### src/rtl/half_issue_pkg.sv
package half_issue_pkg;

  typedef enum logic [1:0] {
    SLOT_IDLE  = 2'd0,
    SLOT_LOWER = 2'd1,
    SLOT_UPPER = 2'd2
  } slot_phase_e;

  // One-hot decode of a binary pipeline index; out-of-range gives zero.
  function automatic logic [31:0] pipe_onehot(input int unsigned idx, input int unsigned npipes);
    logic [31:0] r;
    r = '0;
    if (idx < npipes) r[idx] = 1'b1;
    return r;
  endfunction

  // Index of the first lane that belongs to the given half of a warp.
  function automatic int unsigned half_base_lane(input logic upper, input int unsigned warp_lanes);
    return upper ? warp_lanes / 2 : 0;
  endfunction

  // Bit offset of a lane inside a packed bundle.
  function automatic int unsigned lane_offset(input int unsigned lane, input int unsigned lane_w);
    return lane * lane_w;
  endfunction

endpackage

### src/rtl/issue_gate.sv
module issue_gate #(
  parameter int NUM_PIPES = 4,
  parameter int SEL_W     = 2
) (
  input  logic                 in_valid,
  input  logic [SEL_W-1:0]     in_pipe,
  input  logic [NUM_PIPES-1:0] pipe_lower_busy,
  output logic                 in_ready,
  output logic [NUM_PIPES-1:0] accept_vec
);
  import half_issue_pkg::*;

  logic [NUM_PIPES-1:0] sel_vec;
  logic                 sel_in_range;
  logic                 sel_busy;
  logic [31:0]          onehot_full;

  always_comb begin
    onehot_full  = pipe_onehot(int'(in_pipe), NUM_PIPES);
    sel_vec      = onehot_full[NUM_PIPES-1:0];
    sel_in_range = |sel_vec;
    sel_busy     = |(sel_vec & pipe_lower_busy);
  end

  // Ready depends only on the state of the targeted pipeline.
  assign in_ready   = sel_in_range && !sel_busy;
  assign accept_vec = (in_valid && in_ready) ? sel_vec : '0;

endmodule

### src/rtl/half_pipe_slot.sv
module half_pipe_slot #(
  parameter int WARP_LANES = 32,
  parameter int LANE_W     = 8,
  parameter int WID_W      = 4,
  parameter int TAG_W      = 4,
  localparam int HALF_LANES = WARP_LANES / 2,
  localparam int BUNDLE_W   = WARP_LANES * LANE_W,
  localparam int BEAT_W     = HALF_LANES * LANE_W
) (
  input  logic                clk,
  input  logic                rst,
  input  logic                load,
  input  logic [WID_W-1:0]    load_warp,
  input  logic [TAG_W-1:0]    load_tag,
  input  logic [BUNDLE_W-1:0] load_bundle,
  output logic                beat_valid,
  output logic                beat_half,
  output logic [WID_W-1:0]    beat_warp,
  output logic [TAG_W-1:0]    beat_tag,
  output logic [BEAT_W-1:0]   beat_lanes,
  output logic                lower_busy
);
  import half_issue_pkg::*;

  slot_phase_e         phase_q, phase_d;
  logic [WID_W-1:0]    warp_q;
  logic [TAG_W-1:0]    tag_q;
  logic [BUNDLE_W-1:0] bundle_q;

  always_comb begin
    phase_d = phase_q;
    unique case (phase_q)
      SLOT_IDLE:  phase_d = load ? SLOT_LOWER : SLOT_IDLE;
      SLOT_LOWER: phase_d = SLOT_UPPER;
      SLOT_UPPER: phase_d = load ? SLOT_LOWER : SLOT_IDLE;
      default:    phase_d = SLOT_IDLE;
    endcase
  end

  always_ff @(posedge clk) begin
    if (rst) begin
      phase_q <= SLOT_IDLE;
    end else begin
      phase_q <= phase_d;
    end
  end

  // Payload needs no reset: it is only observed while the slot is valid.
  always_ff @(posedge clk) begin
    if (load) begin
      warp_q   <= load_warp;
      tag_q    <= load_tag;
      bundle_q <= load_bundle;
    end
  end

  always_comb begin
    beat_lanes = '0;
    for (int j = 0; j < HALF_LANES; j++) begin
      beat_lanes[lane_offset(j, LANE_W) +: LANE_W] =
        bundle_q[lane_offset(half_base_lane(beat_half, WARP_LANES) + j, LANE_W) +: LANE_W];
    end
  end

  assign beat_valid = (phase_q != SLOT_IDLE);
  assign beat_half  = (phase_q == SLOT_UPPER);
  assign beat_warp  = warp_q;
  assign beat_tag   = tag_q;
  assign lower_busy = (phase_q == SLOT_LOWER);

endmodule

### src/rtl/half_warp_issue.sv
module half_warp_issue #(
  parameter int NUM_PIPES  = 4,
  parameter int WARP_LANES = 32,
  parameter int LANE_W     = 8,
  parameter int WID_W      = 4,
  parameter int TAG_W      = 4,
  localparam int SEL_W      = (NUM_PIPES > 1) ? $clog2(NUM_PIPES) : 1,
  localparam int HALF_LANES = WARP_LANES / 2,
  localparam int BUNDLE_W   = WARP_LANES * LANE_W,
  localparam int BEAT_W     = HALF_LANES * LANE_W
) (
  input  logic                          clk,
  input  logic                          rst,
  input  logic                          in_valid,
  output logic                          in_ready,
  input  logic [SEL_W-1:0]              in_pipe,
  input  logic [WID_W-1:0]              in_warp,
  input  logic [TAG_W-1:0]              in_tag,
  input  logic [BUNDLE_W-1:0]           in_operands,
  output logic [NUM_PIPES-1:0]          out_valid,
  output logic [NUM_PIPES-1:0]          out_half,
  output logic [NUM_PIPES*WID_W-1:0]    out_warp,
  output logic [NUM_PIPES*TAG_W-1:0]    out_tag,
  output logic [NUM_PIPES*BEAT_W-1:0]   out_lanes
);

  // Named internal events, observed by the bound checker.
  logic [NUM_PIPES-1:0] accept_vec;
  logic [NUM_PIPES-1:0] pipe_lower_busy;

  issue_gate #(
    .NUM_PIPES(NUM_PIPES),
    .SEL_W    (SEL_W)
  ) gate_i (
    .in_valid       (in_valid),
    .in_pipe        (in_pipe),
    .pipe_lower_busy(pipe_lower_busy),
    .in_ready       (in_ready),
    .accept_vec     (accept_vec)
  );

  for (genvar k = 0; k < NUM_PIPES; k++) begin : g_slot
    half_pipe_slot #(
      .WARP_LANES(WARP_LANES),
      .LANE_W    (LANE_W),
      .WID_W     (WID_W),
      .TAG_W     (TAG_W)
    ) slot_i (
      .clk        (clk),
      .rst        (rst),
      .load       (accept_vec[k]),
      .load_warp  (in_warp),
      .load_tag   (in_tag),
      .load_bundle(in_operands),
      .beat_valid (out_valid[k]),
      .beat_half  (out_half[k]),
      .beat_warp  (out_warp[k*WID_W +: WID_W]),
      .beat_tag   (out_tag[k*TAG_W +: TAG_W]),
      .beat_lanes (out_lanes[k*BEAT_W +: BEAT_W]),
      .lower_busy (pipe_lower_busy[k])
    );
  end

endmodule

### config.mk
export PLATFORM = sky130hd
export DESIGN_NAME = half_warp_issue
export DESIGN_NICKNAME = d
export VERILOG_FILES = /design/src/rtl/half_issue_pkg.sv /design/src/rtl/issue_gate.sv /design/src/rtl/half_pipe_slot.sv /design/src/rtl/half_warp_issue.sv
export SDC_FILE = /design/constraint.sdc
export NUM_CORES = 1
export LEC_CHECK = 0
export ABC_AREA = 0
export BUFFER_PORTS_ARGS = -buffer_cell sky130_fd_sc_hd__buf_4
export CELL_PAD_IN_SITES_DETAIL_PLACEMENT = 0
export CELL_PAD_IN_SITES_GLOBAL_PLACEMENT = 1
export CORE_AREA = 2 2 324 326
export CTS_CLUSTER_DIAMETER = 40
export DETAILED_ROUTE_END_ITERATION = 10
export DIE_AREA = 0 0 326 328
export PLACE_DENSITY = 0.72
export SLEW_MARGIN = 10
export SYNTH_ARGS = -nofsm -noshare
export SYNTH_HDL_FRONTEND = slang
export SYNTH_HIERARCHICAL = 1
export SYNTH_SLANG_ARGS = --single-unit
export TNS_END_PERCENT = 30
### constraint.sdc
create_clock -name clk -period 38.4 [get_ports clk]
set_input_delay 0 -clock clk [delete_from_list [all_inputs] [get_ports clk]]
set_output_delay 0 -clock clk [all_outputs]
set_load 0.1 [all_outputs]
==> key figures, run 1 <==
Status
  – Outcome: complete, no violations

Clock network
  – Root Driver: clkbuf_16
  – CTS Buf Count: 132
  – Clock Latency Late Sink: about 0.74 ns
  – H-tree depth: 4
  – Clock-pin slew on the worst setup and hold paths: 0.06 ns
  – Bufs on Longest Clock Path: 3
  – CTS tree: built
  – Clock sinks: 1064

Floorplan
  – Die area: 107000 µm²
  – Area of the core: 103000 µm²
  – Row cnt: around 120
  – Die H: 328 µm
  – Chip width: 326 µm
  – Initial core utilization: 0.392
  – IO Pins: between 800 and 900

Synthesis
  – Register area share after synthesis: 0.787
  – Yosys reg bits: between 1000 and 1500
  – Post-synth net total: just under 2000
  – Synth Area per Inst: 24.4 µm²
  – Ys Warns: 6
  – Mapped cell area: 40500 µm²
  – Main synth FF type: edfxtp_1
  – Count of cell types in the netlist: 17
  – Number of enable flip-flop cells after synthesis: 1056
  – Synth async-reset ratio: 0
  – Mapped Cells: 1659

Timing
  – Final period util: 0.103
  – Final worst-path setup slack: ~34 ns
  – RSZ-0062 raised after global routing: false
  – Peak Freq: 254 MHz
  – Clock Skews: ~0.035 ns
  – Setup TNS Final: 0 ns
  – Min Tclk post-route: 3.94 ns
  – Rel. slew slack: 0.209
  – Setup violators final: 0
  – Worst slew pin tran: 1.19 ns
  – Pins Over Slew Limit: 0
  – WHS: 0.0375 ns
  – Hold Fails Final Rpt: 0

Global routing
  – Initial antenna violation count: 8
  – Grt total ovfl: 0
  – Number of global-route vias before repair: approximately 23000
  – First-pass GRT wire length: 150 mm
  – GRT Overall Usage: 0.192
  – Largest net degree at the start of global routing: between 100 and 150

Run
  – Max-cap viol count: 0

Worst setup path
  – Crit start category: flip-flop
  – Worst Path Arrival: 3.94 ns
  – Crit end category: primary output
  – Critical path type: reg -> out
  – WP data required: 38.40 ns
  – Worst-path fanout max: 37

Drt
  – Antenna Violating Nets Remaining: 0
  – 1st-pass router iterations: 5
  – Post-DR wirelength/cell: 23.1 µm
  – Vias per cell: 4.73
  – Residual DRC: 0
  – Via count: 21500
  – Post-Route WL: roughly 110 mm
  – 1st-iter DRT viols: 1526

Place
  – Post-DP HPWL: 67.4 mm
  – GPL Wtd Cong: around 0.81
  – Place WS: 34.86 ns
  – IO Port Bufs: roughly 800

Power
  – Max VDD drop: a little over 40 µV
  – Switching Share: 0.250
  – Net Sw Power: about 0.72 mW
  – P_int: around 2.1 mW
  – Share of total power in the clock network: 0.424
  – Power Density: about 50 nW/µm²
  – Comb pwr share: 0.112
  – Sequential power share: 0.464
  – Leak: 21.3 nW

Final layout
  – Utilization after layout: 0.551
  – Number of nets in the layout: 3338
  – Layout area overhead: 40.4%
  – Share of layout cells above drive strength 1: 0.499

Min path
  – Hold Path Class: in -> reg
[flip-flops by register name (all words and copies together) (netlist names)]
register and flops:
g_slot.slot_i/beat_warp 16, g_slot.slot_i/phase_q 8, g_slot.slot_i/bundle_q 1024, g_slot.slot_i/beat_tag 16
[worst max-delay path: stages, from the launching register on]
cell	delay (ns)
dfxtp_1	0.35
nor2b_4	0.80
buf_4	0.64
buf_4	0.67
mux2_4	0.36
buf_4	0.23
[path summary, 6_finish.rpt]
check | startpoint | to | slack (ns) | cells past startpoint
max | g_slot[3].slot_i/phase_q[1] | out_lanes[463] | 34.46 | 5
min | in_operands[26] | g_slot[0].slot_i/bundle_q[26] | 0.04 | 2
min reg2reg | g_slot[0].slot_i/phase_q[0] | g_slot[0].slot_i/phase_q[0] | 0.51 | 1
max reg2reg | g_slot[3].slot_i/phase_q[0] | g_slot[3].slot_i/bundle_q[129] | 34.61 | 6
[cells in the mapped netlist, types with 4 or more instances]
master / n / area, µm²
nor3b_1: 5 / 37.5
mux2_4: 436 / 6550
nor2b_1: 8 / 50.1
dfxtp_1: 8 / 160
buf_4: 4 / 30.0
buf_6: 8 / 90.1
edfxtp_1: 1056 / 31700
or2_2: 4 / 25.0
buf_12: 44 / 881
mux2_2: 76 / 856
nor2b_4: 4 / 55.1
[repair_timing]
item                                     CTS  global route
resized for setup                          0             0
hold buffers                             481             0
hold endpoints to repair                1133             0
setup buffers                              0             0
endpoints found under the setup margin     0             0
[layout by cell type (no fill, tap or decap), drive strengths merged, types with 4 or more instances in the layout]
| master | Yosys | final |
|---|---|---|
| inv | 1 | 21 |
| buf | 56 | 851 |
| clkbuf | 0 | 149 |
| nor2b | 12 | 12 |
| mux2 | 512 | 512 |
| bufinv | 0 | 10 |
| nor3b | 5 | 5 |
| dlygate4sd3 | 0 | 481 |
| edfxtp | 1056 | 1056 |
| dfxtp | 8 | 8 |
| or2 | 4 | 4 |
| clkinvlp | 0 | 13 |
| diode | 0 | 4 |
| clkinv | 0 | 44 |
[per-stage QoR]
| stage | area (µm²) | cells | power (mW) |
|---|---|---|---|
| 2_1_floorplan | 40500 | 1659 | 1.57 |
| 5_1_grt | 56800 | 4553 | 2.95 |
| 3_5_place_dp | 47700 | 3834 | 1.63 |
| 6_report | 56800 | 4555 | 2.86 |
| 4_1_cts | 56800 | 4551 | 2.88 |
| 3_3_place_gp | 47700 | 3834 | 1.63 |
[final cells by class]
| class | instances | area [µm²] |
|---|---|---|
| multi-input combinational | 538 | 7650 |
| inverter | 1 | 3.75 |
| fill | 7713 | 46400 |
| sequential | 1064 | 31900 |
| antenna | 4 | 10.0 |
| clock inverter | 87 | 883 |
| tap | 1380 | 1730 |
| clock buffer | 149 | 3470 |
| timing repair buffer | 1332 | 11200 |
[kinds of logic (layout without fill, tap and decap cells)]
kind of cell           count (synthesis)  count (layout)  synth area share
buffers and inverters                 57            1569            0.0248
DFF                                 1064            1064             0.787
muxes                                513             513             0.183
other                                  0               4                 0
and+or+nand+nor                       25              25           0.00482
[power groups by stage]
stage          Clock (mW)  Combinational, mW  Sequential [mW]
4_1_cts              1.23              0.322             1.33
3_5_place_dp            0              0.281             1.35
6_report             1.21              0.321             1.33
5_1_grt              1.29              0.331             1.33
3_3_place_gp            0              0.278             1.35
2_1_floorplan           0              0.189             1.38
[routing by layer]
| layer | part of all wire | wire (µm) | vias up | GRT usage |
|---|---|---|---|---|
| met5 | 0.00038 | 40 | - | 0 |
| li1 | - | - | 9505 | - |
| met1 | 0.38 | 39600 | 11000 | 0.218 |
| met4 | 0.029 | 3060 | 6 | 0.0709 |
| met2 | 0.51 | 53600 | 873 | 0.332 |
| met3 | 0.086 | 9030 | 187 | 0.0676 |
Note: power is estimated with default switching activity, not from simulation.
==> run 2: changes to the inputs <==
Clock period 38.4 ns to 4.1 ns, I/O delays scaled along.
==> key figures, run 2 (synthesis results as in run 1) <==
Status
  – Outcome: complete, no violations (unchanged)

Drt
  – Vias per cell: 4.73 (about the same)
  – 1st-iter DRT viols: 1410 (was 1526)
  – Post-Route WL: 104 mm (was 105 mm)
  – Post-DR wirelength/cell: 22.8 µm (was 23.1 µm)
  – Residual DRC: 0 (unchanged)
  – 1st-pass router iterations: 5 (unchanged)
  – Via count: 21600 (was 21500)
  – Antenna Violating Nets Remaining: 0 (unchanged)

Power
  – Switching Share: 0.249 (was 0.250)
  – P_int: 20.6 mW (was 2.15 mW)
  – Max VDD drop: 361 µV (was 41.3 µV)
  – Comb pwr share: 0.111 (was 0.112)
  – Total power: 27.4 mW (was 2.86 mW)
  – Power Density: 477 nW/µm² (was 50.3 nW/µm²)
  – Sequential power share: 0.454 (was 0.464)
  – Net Sw Power: 6.81 mW (was 0.715 mW)
  – Leak: 21.5 nW (was 21.3 nW)
  – Share of total power in the clock network: 0.436 (was 0.424)

Global routing
  – Grt total ovfl: 0 (unchanged)
  – Number of global-route vias before repair: 23200 (was 23000)
  – GRT Overall Usage: 0.190 (was 0.192)
  – First-pass GRT wire length: 150 mm (about the same)
  – Initial antenna violation count: 4 (was 8)
  – Largest net degree at the start of global routing: 155 (was 144)

Worst setup path
  – WP data required: 4.10 ns (was 38.40 ns)
  – Crit end category: primary output (unchanged)
  – Path depth of the worst reg2reg path: 4 (was 6)
  – Reg2reg end: g_slot[0].slot_i/bundle_q[195] (was g_slot[3].slot_i/bundle_q[129])
  – Crit start category: flip-flop (unchanged)
  – Setup slack, reg-to-reg: 1.45 ns (was 34.61 ns)
  – Worst Path Arrival: 2.95 ns (was 3.94 ns)
  – Critical path type: reg -> out (unchanged)
  – Reg2reg start: g_slot[0].slot_i/phase_q[0] (was g_slot[3].slot_i/phase_q[0])
  – Worst-path fanout max: 36 (was 37)

Timing
  – Peak Freq: 339 MHz
  – Worst slew pin tran: 1.17 ns (was 1.19 ns)
  – RSZ-0062 raised after global routing: false (unchanged)
  – Pins Over Slew Limit: 0 (unchanged)
  – Hold Fails Final Rpt: 0 (unchanged)
  – Clock Skews: 0.0312 ns (was 0.0347 ns)
  – Final period util: 0.719
  – Setup violators final: 0 (unchanged)
  – Min Tclk post-route: 2.95 ns
  – Rel. slew slack: 0.220 (was 0.209)

Clock network
  – Clock Latency Late Sink: 0.72 ns (was 0.74 ns)
  – # resized after CTS: 0 (unchanged)
  – Clock-pin slew on the worst setup and hold paths: 0.06 ns (about the same)
  – Clock sinks: 1064 (unchanged)
  – H-tree depth: 4 (unchanged)
  – CTS Buf Count: 137 (was 132)
  – Bufs on Longest Clock Path: 3 (unchanged)
  – CTS Hold Bufs: 501 (was 481)
  – CTS tree: built (unchanged)
  – Root Driver: clkbuf_16 (unchanged)
  – Post-CTS Setup Inserts: 0 (unchanged)

Floorplan
  – Area of the core: 103000 µm² (unchanged)
  – Row cnt: 118 (unchanged)
  – Die H: 328 µm (unchanged)
  – IO Pins: 822 (unchanged)
  – Chip width: 326 µm (unchanged)
  – Die area: 107000 µm² (unchanged)
  – Initial core utilization: 0.392 (unchanged)

Final layout
  – Max reg flops: 1024 (unchanged)
  – Commonest non-fill, non-tap cell in the layout: edfxtp_1 (unchanged)
  – Top reg by flops: g_slot.slot_i/bundle_q (unchanged)
  – Number of nets in the layout: 3355 (was 3338)
  – Utilization after layout: 0.557 (was 0.551)
  – Layout area overhead: 42.0% (was 40.4%)
  – Most frequent cells in the layout: 1056 x edfxtp_1, 827 x buf_4, 501 x dlygate4sd3_1 (was 1056 x edfxtp_1, 849 x buf_4, 481 x dlygate4sd3_1)
  – Share of layout cells above drive strength 1: 0.498 (was 0.499)

Min path
  – WHS Endpoint: g_slot[0].slot_i/bundle_q[79] (was g_slot[0].slot_i/bundle_q[26])
  – Worst hold start: in_operands[79] (was in_operands[26])
  – Worst Hold Depth: 2 (unchanged)
  – Hold Path Class: in -> reg (unchanged)

Run
  – Max-cap viol count: 0 (unchanged)

Place
  – GPL Wtd Cong: 0.843 (was 0.810)
  – Post-DP HPWL: 64.5 mm (was 67.4 mm)
  – IO Port Bufs: 821 (unchanged)
[run 2: routing by layer]
metal / GRT usage / wire length, µm
met4: 0.0815 / 3770
met1: 0.209 / 37900
met2: 0.341 / 55100
met3: 0.0553 / 7510
met5: 0 / 7
[run 2: worst max path at each step]
stage / cells after the start / slack, ns / startpoint / to
floorplan: 2 / -5.30 / g_slot[1].slot_i/phase_q[0] / g_slot[1].slot_i/beat_tag[0]
global placement: 4 / 1.90 / g_slot[0].slot_i/phase_q[1] / out_lanes[26]
detailed placement: 4 / 1.86 / g_slot[0].slot_i/phase_q[1] / out_lanes[18]
CTS: 4 / 1.03 / g_slot[0].slot_i/phase_q[1] / out_lanes[18]
global route: 4 / 0.97 / g_slot[0].slot_i/phase_q[1] / out_lanes[18]
finish: 4 / 1.15 / g_slot[0].slot_i/phase_q[1] / out_lanes[64]
[run 2: area by class of cell]
type | instances | area [µm²]
clock buffer | 154 | 3530
antenna | 3 | 7.51
inverter | 1 | 3.75
multi-input combinational | 538 | 7690
fill | 7651 | 45700
tap | 1380 | 1730
clock inverter | 94 | 1110
sequential | 1064 | 31900
timing repair buffer | 1344 | 11500
[run 2: per-stage QoR]
step	std cells	hold WS (ns)	TNS [ns]	worst slack, ns	cell area [µm²]
after floorplan	1659	0.0684	-4536.75	-5.30	40600
after global placement	3826	0.200	0	1.90	47800
after detailed placement	3826	0.205	0	1.86	47800
after CTS	4575	0.000139	0	1.03	57500
after global routing	4577	0.0175	0	0.974	57500
final	4578	0.0626	0	1.15	57500
[run 2: worst max-delay path, cell delays in order (launching register included)]
cell,delay [ns]
dfxtp_1,0.38
nor2b_4,0.82
buf_12,0.33
mux2_4,0.34
buf_4,0.23
[run 2: power groups by stage]
| stage | combinational [mW] | clock, mW | sequential [mW] |
|---|---|---|---|
| 2_1_floorplan | 1.78 | 0 | 12.8 |
| 3_3_place_gp | 2.62 | 0 | 12.6 |
| 3_5_place_dp | 2.64 | 0 | 12.6 |
| 4_1_cts | 3.03 | 12.2 | 12.4 |
| 5_1_grt | 3.12 | 12.6 | 12.4 |
| 6_report | 3.03 | 11.9 | 12.4 |
